[src/rtl/ffe_pkg.sv]
package ffe_pkg;

    typedef enum logic [1:0] {
        ST_IDLE  = 2'd0,
        ST_PLAN  = 2'd1,
        ST_ISSUE = 2'd2,
        ST_BEAT  = 2'd3
    } seq_state_e;

    typedef struct packed {
        logic push;
        logic pop;
        logic flush;
    } lvl_ev_t;

    function automatic int min3(input int a, input int b, input int c);
        int m;
        m = (a < b) ? a : b;
        return (m < c) ? m : c;
    endfunction

endpackage

[src/rtl/ffe_seq.sv]
module ffe_seq #(
    parameter int ADDR_W    = 24,
    parameter int CNT_W     = 16,
    parameter int DEPTH     = 256,
    parameter int MAX_BURST = 16,
    parameter int FILL_W    = $clog2(DEPTH + 1),
    parameter int LEN_W     = $clog2(MAX_BURST + 1)
) (
    input  logic              clk,
    input  logic              rst,
    input  logic              start_i,
    input  logic              cancel_i,
    input  logic [ADDR_W-1:0] cfg_addr_i,
    input  logic [CNT_W-1:0]  cfg_count_i,
    input  logic [FILL_W-1:0] fill_i,
    output logic              req_valid_o,
    input  logic              req_ready_i,
    output logic [ADDR_W-1:0] req_addr_o,
    output logic [LEN_W-1:0]  req_len_o,
    input  logic              rsp_valid_i,
    output logic              abort_o,
    output logic              beat_o,
    output logic              last_o,
    output logic [CNT_W-1:0]  rem_o
);
    import ffe_pkg::*;

    localparam logic [FILL_W-1:0] CAP     = FILL_W'(DEPTH);
    localparam logic [LEN_W-1:0]  LEN_MAX = LEN_W'(MAX_BURST);

    seq_state_e        state_q;
    logic [ADDR_W-1:0] addr_q;
    logic [CNT_W-1:0]  left_q;
    logic [CNT_W-1:0]  rem_q;
    logic [LEN_W-1:0]  len_q;
    logic [LEN_W-1:0]  beats_q;
    logic [FILL_W-1:0] free_w;
    logic [LEN_W-1:0]  plan_len;
    logic              beat_acc;

    assign free_w   = CAP - fill_i;
    assign plan_len = LEN_W'(min3(MAX_BURST, int'(left_q), int'(free_w)));
    assign beat_acc = (state_q == ST_BEAT) && rsp_valid_i && !cancel_i;

    always_ff @(posedge clk) begin
        if (rst) begin
            state_q <= ST_IDLE;
            addr_q  <= '0;
            left_q  <= '0;
            rem_q   <= '0;
            len_q   <= '0;
            beats_q <= '0;
        end else if (cancel_i) begin
            state_q <= ST_IDLE;
            left_q  <= '0;
            rem_q   <= '0;
            beats_q <= '0;
        end else begin
            case (state_q)
                ST_IDLE: begin
                    if (start_i && (cfg_count_i != '0)) begin
                        addr_q  <= cfg_addr_i;
                        left_q  <= cfg_count_i;
                        rem_q   <= cfg_count_i;
                        state_q <= ST_PLAN;
                    end
                end
                ST_PLAN: begin
                    if (free_w != '0) begin
                        len_q   <= plan_len;
                        state_q <= ST_ISSUE;
                    end
                end
                ST_ISSUE: begin
                    if (req_ready_i) begin
                        addr_q  <= addr_q + ADDR_W'(len_q);
                        left_q  <= left_q - CNT_W'(len_q);
                        beats_q <= len_q;
                        state_q <= ST_BEAT;
                    end
                end
                ST_BEAT: begin
                    if (beat_acc) begin
                        beats_q <= beats_q - LEN_W'(1);
                        rem_q   <= rem_q - CNT_W'(1);
                        if (beats_q == LEN_W'(1))
                            state_q <= (left_q != '0) ? ST_PLAN : ST_IDLE;
                    end
                end
                default: state_q <= ST_IDLE;
            endcase
        end
    end

    assign req_valid_o = (state_q == ST_ISSUE);
    assign req_addr_o  = addr_q;
    assign req_len_o   = len_q;
    assign abort_o     = cancel_i && (state_q != ST_IDLE);
    assign beat_o      = beat_acc;
    assign last_o      = beat_acc && (rem_q == CNT_W'(1));
    assign rem_o       = rem_q;


    req_hold_chk: assert property (@(posedge clk) disable iff (rst)
        (req_valid_o && !req_ready_i && !cancel_i)
        |=> (req_valid_o && $stable(req_addr_o) && $stable(req_len_o)));


    burst_len_chk: assert property (@(posedge clk) disable iff (rst)
        req_valid_o |-> ((req_len_o != '0) && (req_len_o <= LEN_MAX)));


    busy_fall_chk: assert property (@(posedge clk) disable iff (rst)
        $fell(rem_o != '0) |-> $past(rsp_valid_i || cancel_i));


    no_req_after_cancel_chk: assert property (@(posedge clk) disable iff (rst)
        cancel_i |=> !req_valid_o);

endmodule

[src/rtl/ffe_level.sv]
module ffe_level #(
    parameter int DEPTH  = 256,
    parameter int FILL_W = $clog2(DEPTH + 1)
) (
    input  logic              clk,
    input  logic              rst,
    input  ffe_pkg::lvl_ev_t  ev_i,
    output logic [FILL_W-1:0] fill_o,
    output logic [FILL_W-1:0] fill_next_o
);
    import ffe_pkg::*;

    logic [FILL_W-1:0] fill_q;
    logic [FILL_W-1:0] fill_d;
    logic              pop_ok;

    assign pop_ok = ev_i.pop && (fill_q != '0);

    always_comb begin
        if (ev_i.flush)
            fill_d = '0;
        else
            fill_d = fill_q + FILL_W'(ev_i.push) - FILL_W'(pop_ok);
    end

    always_ff @(posedge clk) begin
        if (rst) fill_q <= '0;
        else     fill_q <= fill_d;
    end

    assign fill_o      = fill_q;
    assign fill_next_o = fill_d;


    no_overflow_chk: assert property (@(posedge clk) disable iff (rst)
        fill_q <= FILL_W'(DEPTH));


    drain_empty_chk: assert property (@(posedge clk) disable iff (rst)
        ((fill_q == '0) && !ev_i.push) |=> (fill_q == '0));

endmodule

[src/rtl/ffe_wmark.sv]
module ffe_wmark #(
    parameter int FILL_W = 9
) (
    input  logic              clk,
    input  logic              rst,
    input  logic [FILL_W-1:0] wm_i,
    input  logic [FILL_W-1:0] fill_i,
    input  logic [FILL_W-1:0] fill_next_i,
    input  logic              last_i,
    input  logic              clr_i,
    output logic              irq_o
);
    logic armed;
    logic set_cross;
    logic set_last;
    logic irq_q;

    assign armed     = (wm_i != '0);
    assign set_cross = armed && (fill_i <= wm_i) && (fill_next_i > wm_i);
    assign set_last  = armed && last_i;

    always_ff @(posedge clk) begin
        if (rst)                        irq_q <= 1'b0;
        else if (set_cross || set_last) irq_q <= 1'b1;
        else if (clr_i)                 irq_q <= 1'b0;
    end

    assign irq_o = irq_q;


    wm_off_chk: assert property (@(posedge clk) disable iff (rst)
        $rose(irq_q) |-> ($past(wm_i) != '0));


    irq_sticky_chk: assert property (@(posedge clk) disable iff (rst)
        (irq_q && !clr_i) |=> irq_q);

endmodule

[src/rtl/flash_fetch_engine.sv]
module flash_fetch_engine #(
    parameter int ADDR_W    = 24,
    parameter int CNT_W     = 16,
    parameter int DEPTH     = 256,
    parameter int MAX_BURST = 16,
    localparam int FILL_W   = $clog2(DEPTH + 1),
    localparam int LEN_W    = $clog2(MAX_BURST + 1)
) (
    input  logic              clk,
    input  logic              rst,
    input  logic              start_i,
    input  logic              cancel_i,
    input  logic [ADDR_W-1:0] cfg_addr_i,
    input  logic [CNT_W-1:0]  cfg_count_i,
    input  logic [FILL_W-1:0] cfg_wmark_i,
    input  logic              irq_clr_i,
    input  logic              drain_i,
    output logic              fl_req_valid_o,
    input  logic              fl_req_ready_i,
    output logic [ADDR_W-1:0] fl_req_addr_o,
    output logic [LEN_W-1:0]  fl_req_len_o,
    input  logic              fl_rsp_valid_i,
    output logic              fl_abort_o,
    output logic              busy_o,
    output logic [FILL_W-1:0] fill_o,
    output logic [CNT_W-1:0]  remain_o,
    output logic              wm_irq_o
);
    import ffe_pkg::*;

    logic              beat_w;
    logic              last_w;
    logic [FILL_W-1:0] fill_w;
    logic [FILL_W-1:0] fill_next_w;
    logic [CNT_W-1:0]  rem_w;
    lvl_ev_t           ev_w;

    ffe_seq #(
        .ADDR_W(ADDR_W), .CNT_W(CNT_W), .DEPTH(DEPTH),
        .MAX_BURST(MAX_BURST), .FILL_W(FILL_W), .LEN_W(LEN_W)
    ) u_seq (
        .clk        (clk),
        .rst        (rst),
        .start_i    (start_i),
        .cancel_i   (cancel_i),
        .cfg_addr_i (cfg_addr_i),
        .cfg_count_i(cfg_count_i),
        .fill_i     (fill_w),
        .req_valid_o(fl_req_valid_o),
        .req_ready_i(fl_req_ready_i),
        .req_addr_o (fl_req_addr_o),
        .req_len_o  (fl_req_len_o),
        .rsp_valid_i(fl_rsp_valid_i),
        .abort_o    (fl_abort_o),
        .beat_o     (beat_w),
        .last_o     (last_w),
        .rem_o      (rem_w)
    );

    assign ev_w = '{push: beat_w, pop: drain_i, flush: cancel_i};

    ffe_level #(.DEPTH(DEPTH), .FILL_W(FILL_W)) u_level (
        .clk        (clk),
        .rst        (rst),
        .ev_i       (ev_w),
        .fill_o     (fill_w),
        .fill_next_o(fill_next_w)
    );

    ffe_wmark #(.FILL_W(FILL_W)) u_wmark (
        .clk        (clk),
        .rst        (rst),
        .wm_i       (cfg_wmark_i),
        .fill_i     (fill_w),
        .fill_next_i(fill_next_w),
        .last_i     (last_w),
        .clr_i      (irq_clr_i),
        .irq_o      (wm_irq_o)
    );

    assign busy_o   = (rem_w != '0);
    assign fill_o   = fill_w;
    assign remain_o = rem_w;


    space_chk: assert property (@(posedge clk) disable iff (rst)
        fl_req_valid_o |-> (FILL_W'(fl_req_len_o) <= (FILL_W'(DEPTH) - fill_o)));


    cancel_flush_chk: assert property (@(posedge clk) disable iff (rst)
        cancel_i |=> ((fill_o == '0) && !busy_o && (remain_o == '0)));

endmodule

[config.mk]
export PLATFORM = sky130hd
export DESIGN_NAME = flash_fetch_engine
export DESIGN_NICKNAME = d
export VERILOG_FILES = /design/src/rtl/ffe_pkg.sv /design/src/rtl/ffe_seq.sv /design/src/rtl/ffe_level.sv /design/src/rtl/ffe_wmark.sv /design/src/rtl/flash_fetch_engine.sv
export SDC_FILE = /design/constraint.sdc
export NUM_CORES = 1
export LEC_CHECK = 0
export CAP_MARGIN = 10
export CORE_MARGIN = 3
export CORE_UTILIZATION = 50
export DETAILED_ROUTE_END_ITERATION = 12
export DONT_BUFFER_PORTS = 1
export GPL_TIMING_DRIVEN = 0
export HOLD_SLACK_MARGIN = 0.06
export PLACE_DENSITY = 0.65
export SYNTH_ARGS = -nofsm -noshare
export SYNTH_HDL_FRONTEND = slang
export SYNTH_SLANG_ARGS = --single-unit
[constraint.sdc]
create_clock -name clk -period 3.9 [get_ports clk]
set_input_delay 0.975 -clock clk [delete_from_list [all_inputs] [get_ports clk]]
set_output_delay 0.975 -clock clk [all_outputs]
set_load 0.02 [all_outputs]
-- Word level (Yosys, flattened, before mapping)
Index checks and enable logic that the tools add are counted.
- register bits after elaboration: 78
- latch bits: 0
- memory bits (writable): 0
- ROM bits: 0
- input bits: 57
- output and inout port bits: 58
- logic and storage cells: 83
- memories kept: 0
- add/subtract/negate cells: 7
- $mul: 0
- div/mod/pow operators: 0
- magnitude comparators: 4
- equality and inequality tests: 10
- shift-type cells: 0
- muxes and demuxes: 23
- bitwise gates (word level): 1
- reduce and logical (&&, ||, !) cells: 30
- operators with widths (operator ; count):
    two-way mux 16 bit ; 4
    case mux 16 bit (2 select lines) ; 2
    two-way mux 24 bit ; 2
    case mux 24 bit (2 select lines) ; 1
    nonzero test 16 bit ; 3
    nonzero test 9 bit ; 3
    adder 24 x 5 -> 24 bit ; 1
    == test 16 x 1 -> 1 bit, second input constant ; 1
    less-than comparator 16 x 9 -> 1 bit ; 1
    less-than comparator 5 x 16 -> 1 bit, first input constant ; 1
    subtractor 16 x 1 -> 16 bit, second input constant ; 1
    subtractor 16 x 5 -> 16 bit ; 1
    two-way mux 5 bit ; 3
    AND reduction 3 bit ; 4
    two-way mux 2 bit ; 5
    case mux 5 bit (2 select lines) ; 1
    nonzero test 2 bit ; 5
    adder 9 x 1 -> 9 bit ; 1
    > comparator 9 bit ; 1
    less-or-equal comparator 9 bit ; 1
    logical AND 1 bit ; 9
    two-way mux 9 bit ; 1
    subtractor 9 x 1 -> 9 bit ; 1
    subtractor 9 bit, first input constant ; 1
    other kinds (15) ; 21

-- Longest topological paths before layout
- word-level depth: 10
- mapped depth: 23
- gate-level depth less buffers: 23

-- Hierarchy
From an unflattened synthesis, not the netlist that was laid out.
- cell total of the unflattened synthesis: 840
- area, all modules: 6516.2 um2
- by module, submodules not included (module ; instances ; cells each ; area an instance (um2) ; sequential area each (um2)):
    ffe_seq ; 1 ; 672 ; 5171.2 ; 1361.3
    ffe_level ; 1 ; 100 ; 814.5 ; 180.2
    ffe_wmark ; 1 ; 63 ; 499.2 ; 20.0
    flash_fetch_engine ; 1 ; 5 ; 31.3 ; 0.0

-- Worst setup path before layout
Ideal clock, no wire load.
- kind: flip-flop to flip-flop
- start point: register u_level.fill_q[1], in the netlist u_level.fill_o[1]
- end point: register u_wmark.irq_q, in the netlist u_wmark.irq_o
- setup time: 0.126 ns
- arrival: 3.834 ns
- required time: 3.774 ns
- path slack: -0.060 ns
- stages on the path, launching flop included: 22
- path buffers: 0
- clock period less this slack: 3.960 ns
- cells stage by stage: dfxtp_1 > inv_1 > ha_1 > nand3_1 > nor2_1 > ha_1 > nor2b_1 > ha_1 > inv_1 > ha_1 > inv_1 > fa_1 > o21bai_1 > a21oi_1 > o21bai_1 > a2111oi_0 > or3_1 > a21oi_1 > ha_1 > a21o_1 > o211ai_1 > o21ai_0
- cells in the longest elaborated chain, start to end: 8
- elaborated cells between the ends (all ways): 12
- those cells by class: 2 x add/sub; 2 x order compare; 2 x mux; 6 x reduce/logical
- ends and longest elaborated chain (what ; RTL line ; RTL):
    start, declared ; ffe_level.sv:13 ; logic [FILL_W-1:0] fill_q;
    start signal, assigned ; ffe_level.sv:28 ; else fill_q <= fill_d;
    branches (longest 2 deep; another with adder 9 x 1 -> 9 bit) ; -- ;
    subtractor 9 x 1 -> 9 bit (*) ; ffe_level.sv:23 ; fill_d = fill_q + FILL_W'(ev_i.push) - FILL_W'(pop_ok);
    two-way mux 9 bit (*) ; ffe_level.sv:20 ; if (ev_i.flush)
    via fill_next_w[8] ; flash_fetch_engine.sv:34 ; logic [FILL_W-1:0] fill_next_w;
    > comparator 9 bit (*) ; ffe_wmark.sv:19 ; assign set_cross = armed && (fill_i <= wm_i) && (fill_next_i > wm_i);
    logical AND 1 bit (*) ; ffe_wmark.sv:19 ;
    logical OR 1 bit (*) ; ffe_wmark.sv:24 ; else if (set_cross || set_last) irq_q <= 1'b1;
    two-way mux 1 bit or nonzero test 2 bit (tied branches) ; -- ;
    end signal, assigned ; ffe_wmark.sv:23 ; if (rst) irq_q <= 1'b0;
    end signal, assigned ; ffe_wmark.sv:24 ;
    end signal, assigned ; ffe_wmark.sv:25 ; else if (clr_i) irq_q <= 1'b0;
    end, declared ; ffe_wmark.sv:16 ; logic irq_q;
Mark *: on every way through the listed nets, which the timed path passes.
A chain may end at the register's enable or synchronous reset.

-- Worst setup path in the final report
- start point: register u_level.fill_q[0], in the netlist u_level.fill_o[0]
- end point: register u_wmark.irq_q, in the netlist u_wmark.irq_o
Same word-level chain as after synthesis.

==> impl_metrics.tcl <==
set metrics [dict create \
    relSlewSlack_pct 41.7 \
    seq_area_frac_synth_pct 24.9 \
    drv_slew 0 \
    synth_cell_types 71 \
    regArea_sq_um 1590 \
    hold_start "u_seq.left_q[8]" \
    finalCriticalPeriod_ns 3.85 \
    tns_ns 0 \
    cts_tree "yes" \
    drt.antenna.violating_nets 0 \
    grt.total_usage_pct 28.8 \
    drc_errors 0 \
    drt_iter0_drc 609 \
    antenna_cells 0 \
    start_util_pct 51.7 \
    ys.flop_type "dfxtp_1" \
    required_ns 4.14 \
    clock_latency_ns 0.36 \
    placedCellCount 1001 \
    synth_cells 830 \
    grt_pass1_wl_um 32600 \
    stdcell_count 1024 \
    grt_pass1_vias 6167 \
    critPathLaunchType "register" \
    root_buffer "clkbuf_16" \
    worst-r2r-cell-count 23 \
    clock-skew-final_ns 0.00706 \
    synthToLayoutAreaGrowth_pct 10.9 \
    criticalPathCategory "reg -> reg" \
    synth_edf_count 0 \
    clk_pin_slew_worst_paths_ns 0.06 \
    layout_setup_ws_ns 0.0486 \
    chipHeight_um 118 \
    netlist_area_sq_um 6260 \
    wl_per_cell_um 19.9 \
    fmax_mhz 260 \
    numCtsBuffers 9 \
    grt_max_degree 12 \
    grt_remaining_overflow 0 \
    arrival_ns 4.09 \
    irDropWorstVdd_mv 0.559 \
    rows 40 \
    hold_end "u_seq.left_q[8]" \
    critPathSlowestCell "dfxtp_4" \
    min_path_cells 2 \
    p_leak_nw 2.59 \
    setup_viol 0 \
    place_area_sq_um 6490 \
    tightest_slew_ns 0.875 \
    cts.sinks 78 \
    postLayoutCellArea_sq_um 6940 \
    final_nets 973 \
    fin_crit_sh_pct 98.8 \
    critical_path.most_common_cell "ha_4" \
    synth-async-reset-ratio_pct 0 \
    path_cells "clkinvlp_4 > ha_4 > nand3_4 > nor2_2 > ha_2 > nor2b_2 > ha_1 > inv_2 > ha_4 > inv_2 > fa_2 > o21bai_4 > a21oi_2 > o21bai_1 > a2111oi_2 > or3_1 > a21oi_2 > ha_4 > nand4_1 > nor2_1 > nand4_1 > o211ai_1 > o21ai_1" \
    multiInputGateArea_sq_um 4450 \
    r2r_start "u_level.fill_o[0]" \
    coreArea_sq_um 12100 \
    n_fill_cell 1165 \
    dp_hpwl_um 15500 \
    hold_path_class "reg -> reg" \
    drt-pass1-iter-count 7 \
    syn_area_per_cell_sq_um 7.55 \
    cap_violations 0 \
    viasPerCell 6.29 \
    ys_ff_latch 78 \
    final_cell_mix "a21oi_1, nor2_1, dfxtp_1" \
    worstPathMaxFanout 6 \
    pre_cts_slack_ns -0.537 \
    cts.path.max_buffers 2 \
    antenna_found_initial 0 \
    dieArea_sq_um 13900 \
    status "complete, no violations" \
    cts-hold-fix-buffers 0 \
    wl_um 20400 \
    route.vias.total 6442 \
    drive_gt1_share_pct 9.11 \
    rsz0062_at_grt "true" \
    die_w_um 118 \
    place.gp.congestion 0.962 \
    hold_viol 0 \
    power.density_nw_per_um2 557 \
    cp-end-kind "register" \
    io_pins 115 \
    cts_max_level 3 \
    regToRegSetupSlack_ns 0.05 \
    ys_warn_count 0 \
    numPortBuffers 0 \
    reg2reg_to "u_wmark.irq_o" \
    layout_commonest_cell "a21oi_1" \
    slowest_delay_ns 0.42 \
]
[worst max-delay path, delay by kind of cell (launching register included)]
family	cells	cell delay, ns
compound gates	7	0.90
flops	1	0.42
fa+ha+maj	6	1.25
simple gates	7	0.93
buf+inv	3	0.24
[cell families (layout without fill, tap and decap cells)]
kind of cell,Yosys count,count (layout),share of synthesized area [%]
flip-flops,78,78,24.9
adder cells (fa/ha/maj),65,65,13.3
buffers and inverters,92,115,5.75
multiplexers,8,8,1.30
other,1,4,0.0599
XOR/XNOR,13,13,1.82
AO/OA/AOI/OAI,287,287,30.0
AND/OR/NAND/NOR,286,286,22.8
[where the power goes]
group          switching [mW]  internal [mW]
Clock                   0.344          0.449
Sequential              0.208          0.889
Combinational            1.11          0.863
Total                    1.67           2.20
[sequential cells by signal (all words and copies together), names as in the netlist]
register and count:
u_seq.beats_q 5, u_seq.req_len_o 5, u_level.fill_o 9, u_wmark.irq_o 1, u_seq.state_q 2, u_seq.rem_o 16, u_seq.left_q 16, u_seq.req_addr_o 24
[cell usage after synthesis (16+ instances only)]
master | n | share of area, %
inv_1 | 55 | 3.3
nand3_1 | 20 | 1.6
nand2_1 | 61 | 3.7
dfxtp_1 | 78 | 25
ha_1 | 62 | 12
nor3_1 | 32 | 2.6
o21a_1 | 16 | 1.9
o21ai_0 | 64 | 5.1
nor2b_1 | 25 | 2.5
a21oi_1 | 87 | 7.0
nor2_1 | 77 | 4.6
clkbuf_1 | 24 | 1.4
[area by class of cell]
cell class | instances | area share, %
well taps | 168 | 3.03
clock buffers | 15 | 3.71
plain buffers | 36 | 2.16
flip-flops and latches | 78 | 22.9
clock inverters | 1 | 0.0721
inverters | 56 | 3.23
repair buffers | 7 | 0.757
multi-input cells | 663 | 64.1
[per-stage QoR]
stage | hold WS, ns | util (%) | power [mW]
2_1_floorplan | 0.452 | - | 2.43
3_3_place_gp | 0.476 | 53.6 | 2.78
3_5_place_dp | 0.487 | 53.6 | 2.82
4_1_cts | 0.496 | 56.8 | 3.74
5_1_grt | 0.525 | 57.3 | 4.15
6_report | 0.516 | 57.3 | 3.87
[repair_timing]
action,4_1_cts,5_1_grt
resized for setup,36,9
cloned,0,0
pin swaps,17,12
setup endpoints to repair,1,1
buffers inserted,5,2
[worst max path at each step]
stage	from	end	slack (ns)	cells after the start
finish	u_level.fill_o[0]	u_wmark.irq_o	0.05	23
global route	u_level.fill_o[0]	u_wmark.irq_o	-0.15	21
CTS	u_level.fill_o[0]	u_wmark.irq_o	-0.04	21
detailed placement	cancel_i	u_wmark.irq_o	-0.54	16
global placement	u_level.fill_o[3]	u_wmark.irq_o	-0.48	21
floorplan	u_level.fill_o[3]	u_wmark.irq_o	0.04	21
[per-layer routing]
metal  GRT usage [%]  part of all wire (%)  routed length (um)
met5               0                     0                   0
met4            10.1                   1.9                 395
met3            7.26                   8.0                1630
met2            47.3                    47                9650
met1            36.6                    43                8720
Power figures use the tool's default switching activity.
